## src/rtl/fpt_pkg.sv

```systemverilog
package fpt_pkg;
  localparam int NUM_CLS = 7;
  localparam int CLS_W   = 3;

  typedef enum logic [CLS_W-1:0] {
    CLS_ADD  = 3'd0,
    CLS_MUL  = 3'd1,
    CLS_DIV  = 3'd2,
    CLS_SQRT = 3'd3,
    CLS_NEG  = 3'd4,
    CLS_ABS  = 3'd5,
    CLS_CMP  = 3'd6,
    CLS_NONE = 3'd7
  } op_cls_e;

  function automatic int cls_lat(int k);
    case (k)
      0: return 4;
      1: return 8;
      2: return 36;
      3: return 112;
      4: return 2;
      5: return 2;
      default: return 3;
    endcase
  endfunction

  function automatic int cls_ii(int k);
    case (k)
      0: return 3;
      1: return 4;
      2: return 35;
      3: return 111;
      4: return 1;
      5: return 1;
      default: return 2;
    endcase
  endfunction

  // slots needed to hold every op of one class at full issue rate
  function automatic int cls_depth(int k);
    return (cls_lat(k) + cls_ii(k) - 1) / cls_ii(k);
  endfunction
endpackage

```

## src/rtl/fpt_interval.sv

```systemverilog
module fpt_interval #(
  parameter int II = 3
) (
  input  logic clk_i,
  input  logic rst_ni,
  input  logic fire_i,
  output logic rdy_o
);
  localparam int CW = $clog2(II + 1);

  logic [CW-1:0] cnt_q;

  always_ff @(posedge clk_i or negedge rst_ni) begin
    if (!rst_ni)                 cnt_q <= '0;
    else if (fire_i)             cnt_q <= CW'(II - 1);
    else if (cnt_q != '0)        cnt_q <= cnt_q - 1'b1;
  end

  assign rdy_o = (cnt_q == '0);

  generate
    if (II > 1) begin : g_chk
      a_r3_busy_after_fire: assert property (@(posedge clk_i) disable iff (!rst_ni)
        fire_i |=> !rdy_o);
    end
  endgenerate
endmodule

```

## src/rtl/fpt_flight.sv

```systemverilog
module fpt_flight #(
  parameter int LAT   = 4,
  parameter int II    = 3,
  parameter int DEPTH = 2,
  parameter int TAG_W = 5
) (
  input  logic             clk_i,
  input  logic             rst_ni,
  input  logic             issue_i,
  input  logic [TAG_W-1:0] tag_i,
  output logic             done_o,
  output logic [TAG_W-1:0] tag_o
);
  localparam int CW = $clog2(LAT + 1);

  logic [DEPTH-1:0]  vld_q;
  logic [CW-1:0]     cnt_q [DEPTH];
  logic [TAG_W-1:0]  tag_q [DEPTH];
  logic [DEPTH-1:0]  fin;
  logic [DEPTH-1:0]  free;
  logic [DEPTH-1:0]  grant;

  always_comb begin
    for (int s = 0; s < DEPTH; s++) begin
      fin[s]  = vld_q[s] && (cnt_q[s] == '0);
      free[s] = !vld_q[s] || fin[s];
    end
  end

  // lowest free slot; a finishing slot may be refilled in the same cycle
  always_comb begin
    logic taken;
    taken = 1'b0;
    grant = '0;
    for (int s = 0; s < DEPTH; s++) begin
      if (free[s] && !taken) begin
        grant[s] = 1'b1;
        taken    = 1'b1;
      end
    end
  end

  always_comb begin
    tag_o = '0;
    for (int s = 0; s < DEPTH; s++)
      if (fin[s]) tag_o = tag_o | tag_q[s];
  end

  assign done_o = |fin;

  generate
    for (genvar s = 0; s < DEPTH; s++) begin : g_slot
      always_ff @(posedge clk_i or negedge rst_ni) begin
        if (!rst_ni) begin
          vld_q[s] <= 1'b0;
          cnt_q[s] <= '0;
          tag_q[s] <= '0;
        end else if (issue_i && grant[s]) begin
          vld_q[s] <= 1'b1;
          cnt_q[s] <= CW'(LAT - 1);
          tag_q[s] <= tag_i;
        end else if (fin[s]) begin
          vld_q[s] <= 1'b0;
        end else if (vld_q[s]) begin
          cnt_q[s] <= cnt_q[s] - 1'b1;
        end
      end
    end
  endgenerate

  a_r7_slot_available: assert property (@(posedge clk_i) disable iff (!rst_ni)
    issue_i |-> (|free));

  a_r6_single_finisher: assert property (@(posedge clk_i) disable iff (!rst_ni)
    $onehot0(fin));

  generate
    if (II > 1) begin : g_gap
      a_r2_pulse_one_cycle: assert property (@(posedge clk_i) disable iff (!rst_ni)
        done_o |=> !done_o);
    end
  endgenerate
endmodule

```

## src/rtl/fpt_timing_tracker.sv

```systemverilog
module fpt_timing_tracker
  import fpt_pkg::*;
#(
  parameter int TAG_W = 5
) (
  input  logic                     clk_i,
  input  logic                     rst_ni,
  input  logic                     issue_valid_i,
  input  logic [CLS_W-1:0]         issue_cls_i,
  input  logic [TAG_W-1:0]         issue_tag_i,
  output logic [NUM_CLS-1:0]       ready_o,
  output logic                     issue_ok_o,
  output logic [NUM_CLS-1:0]       done_o,
  output logic [NUM_CLS*TAG_W-1:0] done_tag_o
);
  localparam int CODES = 1 << CLS_W;

  logic [CODES-1:0]   rdy_ext;
  logic [NUM_CLS-1:0] fire;

  assign rdy_ext    = {{(CODES-NUM_CLS){1'b0}}, ready_o};
  assign issue_ok_o = issue_valid_i && rdy_ext[issue_cls_i];

  generate
    for (genvar k = 0; k < NUM_CLS; k++) begin : g_cls
      localparam int L = cls_lat(k);
      localparam int I = cls_ii(k);
      localparam int D = cls_depth(k);

      assign fire[k] = issue_ok_o && (issue_cls_i == CLS_W'(k));

      fpt_interval #(.II(I)) u_gap (
        .clk_i  (clk_i),
        .rst_ni (rst_ni),
        .fire_i (fire[k]),
        .rdy_o  (ready_o[k])
      );

      fpt_flight #(.LAT(L), .II(I), .DEPTH(D), .TAG_W(TAG_W)) u_fly (
        .clk_i   (clk_i),
        .rst_ni  (rst_ni),
        .issue_i (fire[k]),
        .tag_i   (issue_tag_i),
        .done_o  (done_o[k]),
        .tag_o   (done_tag_o[k*TAG_W +: TAG_W])
      );
    end
  endgenerate

  a_r4_fire_onehot: assert property (@(posedge clk_i) disable iff (!rst_ni)
    $onehot0(fire));

  a_r8_none_never_fires: assert property (@(posedge clk_i) disable iff (!rst_ni)
    (issue_cls_i == CLS_NONE) |-> (fire == '0));
endmodule

```

## config.mk

```make
export PLATFORM = sky130hd
export DESIGN_NAME = fpt_timing_tracker
export DESIGN_NICKNAME = d
export VERILOG_FILES = /design/src/rtl/fpt_pkg.sv /design/src/rtl/fpt_interval.sv /design/src/rtl/fpt_flight.sv /design/src/rtl/fpt_timing_tracker.sv
export SDC_FILE = /design/constraint.sdc
export NUM_CORES = 1
export LEC_CHECK = 0
export BUFFER_PORTS_ARGS = -buffer_cell sky130_fd_sc_hd__buf_4
export CAP_MARGIN = 5
export CORE_MARGIN = 2
export CORE_UTILIZATION = 40
export CTS_CLUSTER_SIZE = 12
export DETAILED_ROUTE_END_ITERATION = 8
export SLEW_MARGIN = 25
export SYNTH_ARGS = -nofsm -noshare
export SYNTH_HDL_FRONTEND = slang
export SYNTH_HIERARCHICAL = 1
export SYNTH_SLANG_ARGS = --single-unit
```

## constraint.sdc

```tcl
create_clock -name clk_i -period 3.2 [get_ports clk_i]
set_input_delay 0.64 -clock clk_i [delete_from_list [all_inputs] [get_ports clk_i]]
set_output_delay 0.64 -clock clk_i [all_outputs]
set_load 0.02 [all_outputs]
```

==> Word-level counts from Yosys, hierarchy flattened <==
Cells that the tools add are included.
{ "totals": {"reg_bits": 158, "input_bits": 11, "out_inout_bits": 50, "wordCells": 371} }
{ "classes": {"n_addsub": 21, "n_lt_le_gt_ge": 1, "eq_ne": 20, "mux": 114, "n_bitwise": 9, "reduce_logical": 157} }
{ "op_table": {"columns": ["operator", "n"], "rows": [
  ["$mux 5", 14],
  ["$reduce_bool 2->1", 35],
  ["$mux 7", 8],
  ["$mux 6", 8],
  ["$mux 1", 47],
  ["$mux 2", 22],
  ["$logic_and 1x1->1", 43],
  ["$or 5x5->5", 7],
  ["$ne 2x2->1 const B", 14],
  ["$reduce_and 2->1", 14],
  ["$mux 3", 8],
  ["$mux 4", 6],
  ["$logic_not 1->1", 21],
  ["$logic_not 7->1", 3],
  ["$sub 7x1->7 const B", 3],
  ["$logic_not 6->1", 3],
  ["$sub 6x1->6 const B", 3],
  ["$logic_not 2->1", 8],
  ["$sub 2x1->2 const B", 8],
  ["$logic_or 1x1->1", 14],
  ["$reduce_or 2->1", 7],
  ["$logic_not 3->1", 4],
  ["$eq 3x3->1 const B", 3],
  ["$sub 3x1->3 const B", 3],
  ["other kinds (11)", 16]
]} }

==> Longest topological paths before layout <==
Gate-level depths: netlist (run 1).
{ "depth": {"word_depth": 10, "mapped_depth": 10} }

==> Hierarchy <==
The synthesis (run 1) kept the hierarchy.
{ "by_module_without_submodules": {"columns": ["mod", "n_inst", "cells_per_inst", "area_each_um2"], "rows": [
  ["fpt_flight (g_cls[4].u_fly ...)", 2, 55, 711.9],
  ["fpt_flight (g_cls[3].u_fly)", 1, 114, 1297.5],
  ["fpt_flight (g_cls[2].u_fly)", 1, 103, 1199.9],
  ["fpt_flight (g_cls[1].u_fly)", 1, 85, 988.4],
  ["fpt_flight (g_cls[0].u_fly)", 1, 70, 869.6],
  ["fpt_flight (g_cls[6].u_fly)", 1, 55, 729.4],
  ["fpt_interval (g_cls[3].u_gap)", 1, 44, 412.9],
  ["fpt_interval (g_cls[2].u_gap)", 1, 33, 345.3],
  ["fpt_interval (g_cls[1].u_gap)", 1, 17, 181.4],
  ["fpt_timing_tracker", 1, 25, 145.1],
  ["fpt_interval (g_cls[6].u_gap)", 1, 9, 98.8],
  ["fpt_interval (g_cls[0].u_gap)", 1, 9, 95.1],
  ["fpt_interval (g_cls[4].u_gap ...)", 2, 2, 11.3]
]} }

==> Worst setup path before layout (run 1) <==
OpenSTA, ideal clock, no wires.
{ "synth_path": {"path_type": "register to output", "start": "reg g_cls[3].u_gap.cnt_q[0]", "end": "out issue_ok_o", "t_arrival_ns": 2.411, "slack_ns": 0.149, "path_stages_with_launch": 8, "n_path_buf": 0, "path_cell_list": "dfrtp_1 -> inv_1 -> ha_1 -> or3b_2 -> nor2_1 -> nand2_1 -> o2111a_1 -> nor4_1"} }
{ "synth_via": {"elab_chain_cells": 4} }
{ "synth_rtl": {"columns": ["element", "line", "text"], "rows": [
  ["start, declared", "fpt_interval.sv:11", "logic [CW-1:0] cnt_q;"],
  ["start signal, assigned", "fpt_interval.sv:15", "else if (fire_i) cnt_q <= CW'(II - 1);"],
  ["start signal, assigned", "fpt_interval.sv:16", "else if (cnt_q != '0) cnt_q <= cnt_q - 1'b1;"],
  ["$logic_not 7->1", "fpt_interval.sv:19", "assign rdy_o = (cnt_q == '0);"],
  ["via ready_o[3]", "fpt_timing_tracker.sv:11", "output logic [NUM_CLS-1:0] ready_o,"],
  ["$bmux 1 s3", "fpt_timing_tracker.sv:22", "assign issue_ok_o = issue_valid_i && rdy_ext[issue_cls_i];"],
  ["$mux 1 (not written as such)", "fpt_timing_tracker.sv:22", null],
  ["$logic_and 1x1->1", "fpt_timing_tracker.sv:22", null],
  ["end, declared", "fpt_timing_tracker.sv:12", "output logic issue_ok_o,"]
]} }
The timed path passes the listed nets, and every way through them passes these cells. The select of a mux whose other input is x is not followed.

==> Final worst setup path (run 1) <==
{ "layout_path": {"start": "reg g_cls[1].u_fly/cnt_q[4] (netlist bit)", "end": "out done_tag_o[5]"} }
{ "layout_via": {"elab_chain_cells": 5} }
{ "layout_rtl": {"columns": ["element", "line", "text"], "rows": [
  ["start, declared", "fpt_flight.sv:17", "logic [CW-1:0] cnt_q [DEPTH];"],
  ["start signal, assigned by index", "fpt_flight.sv:60", "cnt_q[s] <= CW'(LAT - 1);"],
  ["start signal, assigned by index", "fpt_flight.sv:65", "cnt_q[s] <= cnt_q[s] - 1'b1;"],
  ["$logic_not 4->1 *", "fpt_flight.sv:25", "fin[s] = vld_q[s] && (cnt_q[s] == '0);"],
  ["$logic_and 1x1->1 *", "fpt_flight.sv:25", null],
  ["$mux 5 *", "fpt_flight.sv:46", "if (fin[s]) tag_o = tag_o | tag_q[s];"],
  ["$or 5x5->5", "fpt_flight.sv:46", null],
  ["$mux 5 *", "fpt_flight.sv:46", null],
  ["end, declared", "fpt_timing_tracker.sv:14", "output logic [NUM_CLS*TAG_W-1:0] done_tag_o"]
]} }
Mark *: on every way between the ends. The rest lies on a longest branch, timed or not.

==> qor.yml, run 1 <==
synthFlopType: "dfrtp_1"
fillers: 1759
grt_pass1_wl_um: 27300
initial_core_util: 0.404
cp-end-kind: "primary output"
die_h_um: 144
syn-num-nets: 716
clock-sinks: 156
critPathKind: "reg -> out"
max_freq_mhz: 332
drc: 0
vias: 5403
coreArea_um2: 19300
htree_num_levels: 4
cts_buffers: 17
wl_per_cell_um: 15.9
area_growth_pct: 18.2
gp_congestion: 0.785
root_buffer: "clkbuf_16"
p_sw_frac: 0.280
p_comb_frac: 0.197
p_sw_mw: 1.62
power.share.sequential: 0.444
cts_buffer_depth: 2
overflow: 0
slew_headroom: 0.525
drive_gt1_frac: 0.278
cpPeakStageDelay_ns: 0.54
report.final.hold_viol_count: 0
placementRows: 51
totalWireLength_um: 16300
grt_pass1_vias: 5680
cts_tree: "yes"
dp_hpwl_um: 11500
yosysMostFrequentCell: "dfrtp_1"
antenna_found_initial: 0
postSynthAreaPerCell_um2: 11.5
synth_edf_count: 0
io_pins: 61
synthDominantCellAreaShare: 0.500
die_x_um: 144
power_density_nw_per_um2: 628
path_cells: "inv_1, ha_1, or3b_2, nor2_1, a22o_1, buf_4"
p_int_mw: 4.17
drv_slew: 0
yosys-top-cells-count: "dfrtp_1 (156), mux2_2 (68), inv_1 (62), a22o_1 (36), nor2_1 (31)"
insertedDiodeCount: 0
ys_ff_latch: 156
avgViaCountPerCell: 5.24
syn-cell-area_um2: 7810
setup_violations: 0
worstMarginPinSlew_ns: 0.709
rsz0062_at_grt: "no"
power_mw: 5.80
nets: 791
clkPwrFrac: 0.359
clock_latency_ns: 0.44
netlist_instances: 678
period_minus_slack_ns: 3.01
setup_tns_ns: 0
grt_max_degree: 60
vdd_drop_max_uv: 438
path_max_fanout: 6
cts.reportedPaths.clkPinSlew_ns: 0.06
yosysWarningCount: 6
synth.distinct_cells: 77
post-route-period-util: 0.940
worst_setup_path_start_kind: "flop"
dr.pass1.iters: 4
fin_worst_skew_ns: 0.0234
ys_top_cells_by_area: "dfrtp_1 (50%), mux2_2 (9.8%), ha_1 (4.3%)"
ant_nets: 0
ys_seq_area_frac: 0.500
leakage_nw: 4.43
async_flop_share: 1.00
required_ns: 2.56
status: "completed"
holdCritPathClass: "in -> async"
drv_cap: 0
drt_iter0_drc: 254
synth_top_area_cell: "dfrtp_1"
critPathSlowestCell: "or3b_2"
track_usage: 0.169
arrival_ns: 2.37
portBuffers: 58
fp.dieArea_um2: 20700
post-route-util: 0.477
==> metal layers <==
metal | GRT usage | vias up | routed length [µm]
met5 | 0 | - | 0
met4 | 0.0542 | 0 | 113
met3 | 0.0453 | 13 | 694
met2 | 0.281 | 98 | 8190
met1 | 0.215 | 2734 | 7340
li1 | - | 2558 | -
==> registers in the layout, summed over array words and instances, names as in the netlist <==
name,cells
g_cls.u_fly/tag_q,70
g_cls.u_fly/cnt_q,52
g_cls.u_gap/cnt_q,20
g_cls.u_fly/vld_q,14
==> cells in the final DEF, fill, tap and decap left out, drive strengths merged, types with 7 or more instances in the layout <==
master  Yosys  routed
a21oi      14      14
a22o       36      36
and2        7       7
buf         8      68
clkbuf      4      22
dfrtp     156     156
ha         27      27
inv        62      62
mux2       74      74
mux2i      12      12
nand2      30      30
nand2b     19      19
nand3      20      20
nor2       31      31
nor2b      14      14
nor3       21      21
nor3b       8       8
o21ai      25      25
or2         7       7
or3        13      13
or3b        7       7
==> per-stage QoR <==
stage          area (µm²)  setup WS, ns  instances  hold slack (ns)
4_1_cts              9200        0.0237       1031           0.0792
2_1_floorplan        7810         0.149        678            0.344
3_3_place_gp         8590         0.557        999            0.456
3_5_place_dp         8590         0.502        999            0.473
5_1_grt              9230        0.0139       1031           0.0819
6_report             9230         0.191       1031           0.0836
==> worst max-delay path, delay by kind of cell (launching register included) <==
family	cells	cell delay [ns]
and+or+nand+nor	2	0.87
DFF	1	0.42
AOI/OAI and AO/OA	1	0.23
buffers and inverters	2	0.22
adders and majority gates	1	0.20
==> area by class of cell <==
class	instances	area (µm²)	share of cell area
sequential	156	3900	0.423
multi-input combinational	448	3620	0.392
timing repair buffer	68	527	0.0571
clock buffer	22	474	0.0514
tap	265	332	0.0359
inverter	62	233	0.0252
clock inverter	10	139	0.0150
==> kinds of logic after synthesis <==
group | synth area share
simple gates | 0.154
flops | 0.500
compound gates | 0.129
mux | 0.125
buf+inv | 0.0399
fa+ha+maj | 0.0433
xor+xnor | 0.00785
other cells | 0.000962
==> worst paths after layout <==
| path | start | endpoint | slack, ns | cells after the start |
|---|---|---|---|---|
| max | g_cls[1].u_fly/cnt_q[4] | done_tag_o[5] | 0.19 | 6 |
| min in group clk_i | g_cls[4].u_fly/cnt_q[2] | g_cls[4].u_fly/cnt_q[2] | 0.47 | 1 |
| max in group asynchronous | rst_ni | g_cls[5].u_fly/vld_q[1] | 2.35 | 2 |
| min reg2reg | g_cls[4].u_fly/cnt_q[2] | g_cls[4].u_fly/cnt_q[2] | 0.47 | 1 |
| min | rst_ni | g_cls[2].u_gap/cnt_q[5] | 0.08 | 1 |
| max reg2reg | g_cls[1].u_gap/cnt_q[0] | g_cls[1].u_fly/tag_q[2] | 0.68 | 8 |
==> what timing repair did <==
| action | in CTS | in global routing |
|---|---|---|
| hold buffers | 0 | 0 |
| gates resized for setup | 0 | 6 |
| endpoints found under the hold margin | 0 | 0 |
| setup buffers | 0 | 0 |
| setup endpoints to repair | 0 | 10 |
==> power groups by stage <==
stage / registers (mW) / clock network, mW / logic (mW)
floorplan: 2.52 / 0 / 0.888
detailed placement: 2.61 / 0 / 1.15
global placement: 2.57 / 0 / 1.08
CTS: 2.57 / 2.14 / 1.16
finish: 2.57 / 2.08 / 1.14
global route: 2.63 / 2.24 / 1.30
Power figures use the tool's default switching activity.
==> run 2: changes to the inputs <==
--- a/config.mk
+++ b/config.mk
@@ -11,6 +11,7 @@
 export CORE_UTILIZATION = 40
 export CTS_CLUSTER_SIZE = 12
 export DETAILED_ROUTE_END_ITERATION = 8
+export REMOVE_ABC_BUFFERS = 1
 export SLEW_MARGIN = 25
 export SYNTH_ARGS = -nofsm -noshare
 export SYNTH_HDL_FRONTEND = slang
==> constraint.sdc (replaced) <==
create_clock -name clk_i -period 3.51 [get_ports clk_i]
set_input_delay 0.702 -clock clk_i [delete_from_list [all_inputs] [get_ports clk_i]]
set_output_delay 0.702 -clock clk_i [all_outputs]
set_load 0.02 [all_outputs]
==> run 2 against run 1 <==
Against the previous run:
- first-iteration DRC count shrank 20%
- sequential share of layout area grew 0.49 points
- combinational power shrank 8%
- clock skew shrank 0.017 ns
- total power shrank 11%
- non-clock buffer count shrank 3
- sequential cell count is the same
- core utilization shrank 0.55 points
- register-to-register slack gained 0.20 ns
==> qor.yml, run 2 (synthesis gave the netlist of run 1 again) <==
top_regs: "g_cls.u_fly/tag_q x70, g_cls.u_fly/cnt_q x52, g_cls.u_gap/cnt_q x20"
largest_register: "g_cls.u_fly/tag_q"
slew_headroom: 0.526  # +0.000567
cts-resized-gates: 0  # unchanged
vdd_drop_max_uv: 373  # -15%
coreArea_um2: 19300  # unchanged
worstMarginPinSlew_ns: 0.710  # +0.000236 ns
worst_setup_path_start_kind: "flop"
insertedDiodeCount: 0  # unchanged
portBuffers: 58  # unchanged
clock-sinks: 156  # unchanged
cp-end-kind: "primary output"
fp.dieArea_um2: 20700  # unchanged
totalWireLength_um: 16200  # -1.1%
cts_hold_buffers: 0  # unchanged
seq_area_um2: 3900  # unchanged
final_common_cell: "dfrtp_1"
multiInputGateArea_um2: 3590  # -0.73%
htree_num_levels: 4  # unchanged
fillers: 1758  # -0.057%
post_cts_buffers: 0  # unchanged
cts_tree: "yes"
critPathKind: "reg -> out"
cts.reportedPaths.clkPinSlew_ns: 0.06  # about the same
drt_iter0_drc: 202  # -20%
avgViaCountPerCell: 5.22  # -0.31%
drc: 0  # unchanged
io_pins: 61  # unchanged
clock_latency_ns: 0.42  # -0.02 ns
required_ns: 2.81  # +0.25 ns
die_x_um: 144  # unchanged
stdcell_count: 1025  # -0.58%
cts_buffers: 17  # unchanged
overflow: 0  # unchanged
status: "completed"
place_area_um2: 8570  # -0.26%
track_usage: 0.169  # +0.000464
leakage_nw: 4.39  # -0.81%
area_growth_pct: 16.8
whs_ns: 0.139  # +0.0558 ns
r2r-start: "g_cls[2].u_gap/cnt_q[4]"
ff2ff_path_depth: 7  # -1
drive_gt1_frac: 0.267  # -0.0110
fin_ws_ns: 0.301  # +0.110 ns
setup_violations: 0  # unchanged
grt_pass1_vias: 5518  # -2.9%
path_cells: "inv_1, ha_1, or3b_2, nor2_1, nand2_1, o2111a_1, nor4_1, buf_4"
setup_tns_ns: 0  # unchanged
placementRows: 51  # unchanged
post-place-cells: 996  # -0.30%
max_freq_mhz: 312
drv_cap: 0  # unchanged
initial_core_util: 0.404  # unchanged
drv_slew: 0  # unchanged
path_max_fanout: 4  # -2
holdCritPathClass: "in -> async"
dp_slack_ns: 0.771  # +0.269 ns
die_h_um: 144  # unchanged
largest_reg_flops: 70  # unchanged
power_density_nw_per_um2: 564  # -10%
fin_area_um2: 9120  # -1.2%
grt_max_degree: 94  # +57%
nets: 788  # -0.38%
period_minus_slack_ns: 3.21
root_buffer: "clkbuf_16"
wl_per_cell_um: 15.8  # -0.53%
r2r_end: "g_cls[2].u_fly/tag_q[4]"
antenna_found_initial: 1  # +1
cts_buffer_depth: 2  # unchanged
vias: 5355  # -0.89%
post-route-util: 0.472  # -0.00550
gp_congestion: 0.775  # -1.2%
ant_nets: 0  # unchanged
power_mw: 5.15  # -11%
r2r_slack_ns: 0.88  # +0.20 ns
grt_pass1_wl_um: 27200  # -0.65%
dp_hpwl_um: 11200  # -1.8%
dr.pass1.iters: 5  # +1
critPathSlowestCell: "or3b_2"
arrival_ns: 2.51  # +0.14 ns
report.final.hold_viol_count: 0  # unchanged
rsz0062_at_grt: "no"
post-route-period-util: 0.914
layout_common_cells: "dfrtp_1 (156), mux2_2 (68), buf_4 (63)"
fin_worst_skew_ns: 0.00635  # -0.0170 ns
cpPeakStageDelay_ns: 0.49  # -0.05 ns
==> run 2: worst max-delay path: cells and delay by family, from the launching register on <==
family                   cells  cell delay [ns]
AO/OA/AOI/OAI                1             0.15
AND/OR/NAND/NOR              4             1.01
flip-flops                   1             0.40
adder cells (fa/ha/maj)      1             0.21
buffers and inverters        2             0.33
==> run 2: metal layers <==
| metal | GRT usage | up-vias | wire length, µm |
|---|---|---|---|
| met3 | 0.0467 | 18 | 661 |
| met1 | 0.213 | 2685 | 7270 |
| li1 | - | 2564 | - |
| met5 | 0 | - | 13 |
| met2 | 0.279 | 86 | 7990 |
| met4 | 0.0645 | 2 | 223 |
==> run 2: cell type report <==
type | instances | area share
inverter | 62 | 0.0255
clock inverter | 8 | 0.0104
sequential | 156 | 0.428
clock buffer | 21 | 0.0505
multi-input combinational | 448 | 0.394
timing repair buffer | 65 | 0.0553
tap | 265 | 0.0363
==> run 2: power by group <==
| part | internal, mW | total, mW | switching (mW) |
|---|---|---|---|
| clock | 1.07 | 1.75 | 0.688 |
| sequential | 2.12 | 2.35 | 0.227 |
| combinational | 0.513 | 1.05 | 0.532 |
| total | 3.70 | 5.15 | 1.45 |
==> run 2: worst max-delay path by stage <==
| stage | startpoint | to | slack (ns) | depth (start not counted) |
|---|---|---|---|---|
| 5_1_grt | g_cls[3].u_gap/cnt_q[0] | issue_ok_o | 0.05 | 8 |
| 4_1_cts | g_cls[3].u_gap/cnt_q[0] | issue_ok_o | 0.29 | 8 |
| 3_3_place_gp | g_cls[3].u_gap/cnt_q[0] | issue_ok_o | 0.83 | 8 |
| 3_5_place_dp | g_cls[3].u_gap/cnt_q[0] | issue_ok_o | 0.77 | 8 |
| 2_1_floorplan | g_cls[3].u_gap/cnt_q[0] | issue_ok_o | 0.40 | 7 |
| 6_report | g_cls[3].u_gap/cnt_q[0] | issue_ok_o | 0.30 | 8 |
==> run 3: changes to the inputs <==
--- a/config.mk
+++ b/config.mk
@@ -7,7 +7,7 @@
 export LEC_CHECK = 0
 export BUFFER_PORTS_ARGS = -buffer_cell sky130_fd_sc_hd__buf_4
 export CAP_MARGIN = 5
-export CORE_MARGIN = 2
+export CORE_MARGIN = 5
 export CORE_UTILIZATION = 40
 export CTS_CLUSTER_SIZE = 12
 export DETAILED_ROUTE_END_ITERATION = 8
==> constraint.sdc (replaced) <==
create_clock -name clk_i -period 3.85 [get_ports clk_i]
set_input_delay 0.77 -clock clk_i [delete_from_list [all_inputs] [get_ports clk_i]]
set_output_delay 0.77 -clock clk_i [all_outputs]
set_load 0.02 [all_outputs]
==> run 3 against run 2 <==
Against the previous run:
- non-clock buffer count fell by 2
- sequential share of layout area rose by 0.25 points
- hold slack improved by 0.31 ns
- final cell count fell by 0.20%
- clock skew barely moved
- largest cell class unchanged
- critical path type unchanged
==> qor.yml, run 3 (synthesis gave the netlist of run 1 again) <==
post_cts_buffers: 0  # unchanged
path_max_fanout: 4  # unchanged
max_freq_mhz: 296
fp.dieArea_um2: 22400  # +8.5%
coreArea_um2: 19300  # unchanged
initial_core_util: 0.404  # unchanged
setup_violations: 0  # unchanged
worst_setup_path_start_kind: "flop"
endpoint: "issue_ok_o"
clock-sinks: 156  # unchanged
totalWireLength_um: 16100  # -0.16%
rsz0062_at_grt: "no"
cts_hold_buffers: 0  # unchanged
arrival_ns: 2.61  # +0.10 ns
avgViaCountPerCell: 5.15  # -1.5%
largest_register: "g_cls.u_fly/tag_q"
cp-end-kind: "primary output"
place_area_um2: 8550  # -0.18%
cts.reportedPaths.clkPinSlew_ns: 0.06  # about the same
post-route-period-util: 0.879
overflow: 0  # unchanged
cts_buffer_depth: 2  # unchanged
placementRows: 51  # unchanged
path_cells: "inv_1, ha_1, or3b_2, nor2_1, nand2_1, o2111a_1, nor4_1, buf_4"
fin_worst_skew_ns: 0.00658  # +0.000232 ns
ff2ff_path_depth: 8  # +1
nets: 786  # -0.25%
critPathKind: "reg -> out"
clock_latency_ns: 0.41  # about the same
wl_per_cell_um: 15.8  # about the same
r2r-start: "g_cls[2].u_gap/cnt_q[4]"
vias: 5265  # -1.7%
use_met1: 0.198  # -0.0145
whs_ns: 0.445  # +0.305 ns
drv_slew: 0  # unchanged
grt_max_degree: 108  # +15%
cts_tree: "yes"
die_h_um: 150  # +4.2%
leakage_nw: 4.36  # -0.71%
holdCritPathClass: "in -> async"
area_growth_pct: 16.1
top_regs: "g_cls.u_fly/tag_q x70, g_cls.u_fly/cnt_q x52, g_cls.u_gap/cnt_q x20"
period_minus_slack_ns: 3.38
busiest_layer: "met2"
cpPeakStageDelay_ns: 0.48  # about the same
htree_num_levels: 4  # unchanged
fin_area_um2: 9070  # -0.59%
fillers: 1758  # unchanged
root_buffer: "clkbuf_16"
largest_reg_flops: 70  # unchanged
vdd_drop_max_uv: 315  # -15%
final_common_cell: "dfrtp_1"
required_ns: 3.08  # +0.27 ns
grt_pass1_wl_um: 27400  # +0.91%
dp_slack_ns: 0.893  # +0.122 ns
cts-resized-gates: 0  # unchanged
status: "completed"
r2r_slack_ns: 1.10  # +0.22 ns
fin_ws_ns: 0.467  # +0.166 ns
crit_start: "g_cls[3].u_gap/cnt_q[1]"
power_density_nw_per_um2: 503  # -11%
report.final.hold_viol_count: 0  # unchanged
critPathSlowestCell: "or3b_2"
drv_cap: 0  # unchanged
track_usage: 0.154  # -0.0159
use_met3: 0.0418  # -0.00486
setup_tns_ns: 0  # unchanged
r2r_end: "g_cls[2].u_fly/tag_q[3]"
worstMarginPinSlew_ns: 0.898  # +0.188 ns
slew_headroom: 0.401  # -0.124
ant_nets: 0  # unchanged
antenna_found_initial: 0  # -1
met2_usage: 0.246  # -0.0331
drt_iter0_drc: 285  # +41%
layout_common_cells: "dfrtp_1 (156), mux2_2 (68), inv_1 (62)"
gp_congestion: 0.771  # -0.59%
io_pins: 61  # unchanged
grt_pass1_vias: 5517  # -0.018%
cts_buffers: 17  # unchanged
portBuffers: 58  # unchanged
die_x_um: 150  # +4.2%
insertedDiodeCount: 0  # unchanged
dr.pass1.iters: 4  # -1
drive_gt1_frac: 0.263  # -0.00457
dp_hpwl_um: 11500  # +2.2%
drc: 0  # unchanged
[run 3: cell type report]
class                           instances  area [µm²]  share of cell area
Clock inverter                          8        73.8             0.00814
Multi-Input combinational cell        448        3590               0.396
Sequential cell                       156        3900               0.430
Inverter                               62         233              0.0257
Timing Repair Buffer                   63         492              0.0542
Tap cell                              265         332              0.0366
Clock buffer                           21         440              0.0486
[run 3: metrics by stage]
| stage | cells | power (mW) | utilization |
|---|---|---|---|
| global placement | 994 | 3.04 | 0.442 |
| detailed placement | 994 | 3.13 | 0.442 |
| CTS | 1023 | 4.64 | 0.469 |
| global route | 1023 | 4.86 | 0.469 |
| finish | 1023 | 4.56 | 0.469 |
| floorplan | 666 | 2.82 | - |
[run 3: worst max-delay path, delay by kind of cell, from the launching register on]
family,cells,cell delay [ns]
AND/OR/NAND/NOR,4,1.13
flip-flops,1,0.39
buffers and inverters,2,0.34
AO/OA/AOI/OAI,1,0.15
adder cells (fa/ha/maj),1,0.20
[run 3: worst min path at each step]
stage,to,slack (ns),cells past startpoint
2_1_floorplan,g_cls[4].u_fly/cnt_q[2],0.44,1
3_3_place_gp,g_cls[5].u_fly/cnt_q[2],0.46,1
3_5_place_dp,g_cls[6].u_fly/cnt_q[2],0.47,1
4_1_cts,g_cls[6].u_fly/cnt_q[2],0.48,1
5_1_grt,g_cls[6].u_fly/cnt_q[2],0.49,1
6_report,g_cls[3].u_fly/tag_q[1],0.44,1
[run 3: power breakdown]
part           switching, mW  leakage (nW)  internal [mW]  total (mW)
Sequential             0.203          2.00           1.93        2.14
Clock                  0.606         0.248          0.873        1.48
Combinational          0.481          2.12          0.466       0.946
Total                   1.29          4.36           3.27        4.56
[run 3: layer usage]
metal  vias up  part of all wire  wire (µm)
li1       2561                 -          -
met1      2611              0.45       7270
met2        69              0.49       7870
met3        24             0.039        628
met4         0             0.023        368
met5         -                 0          0
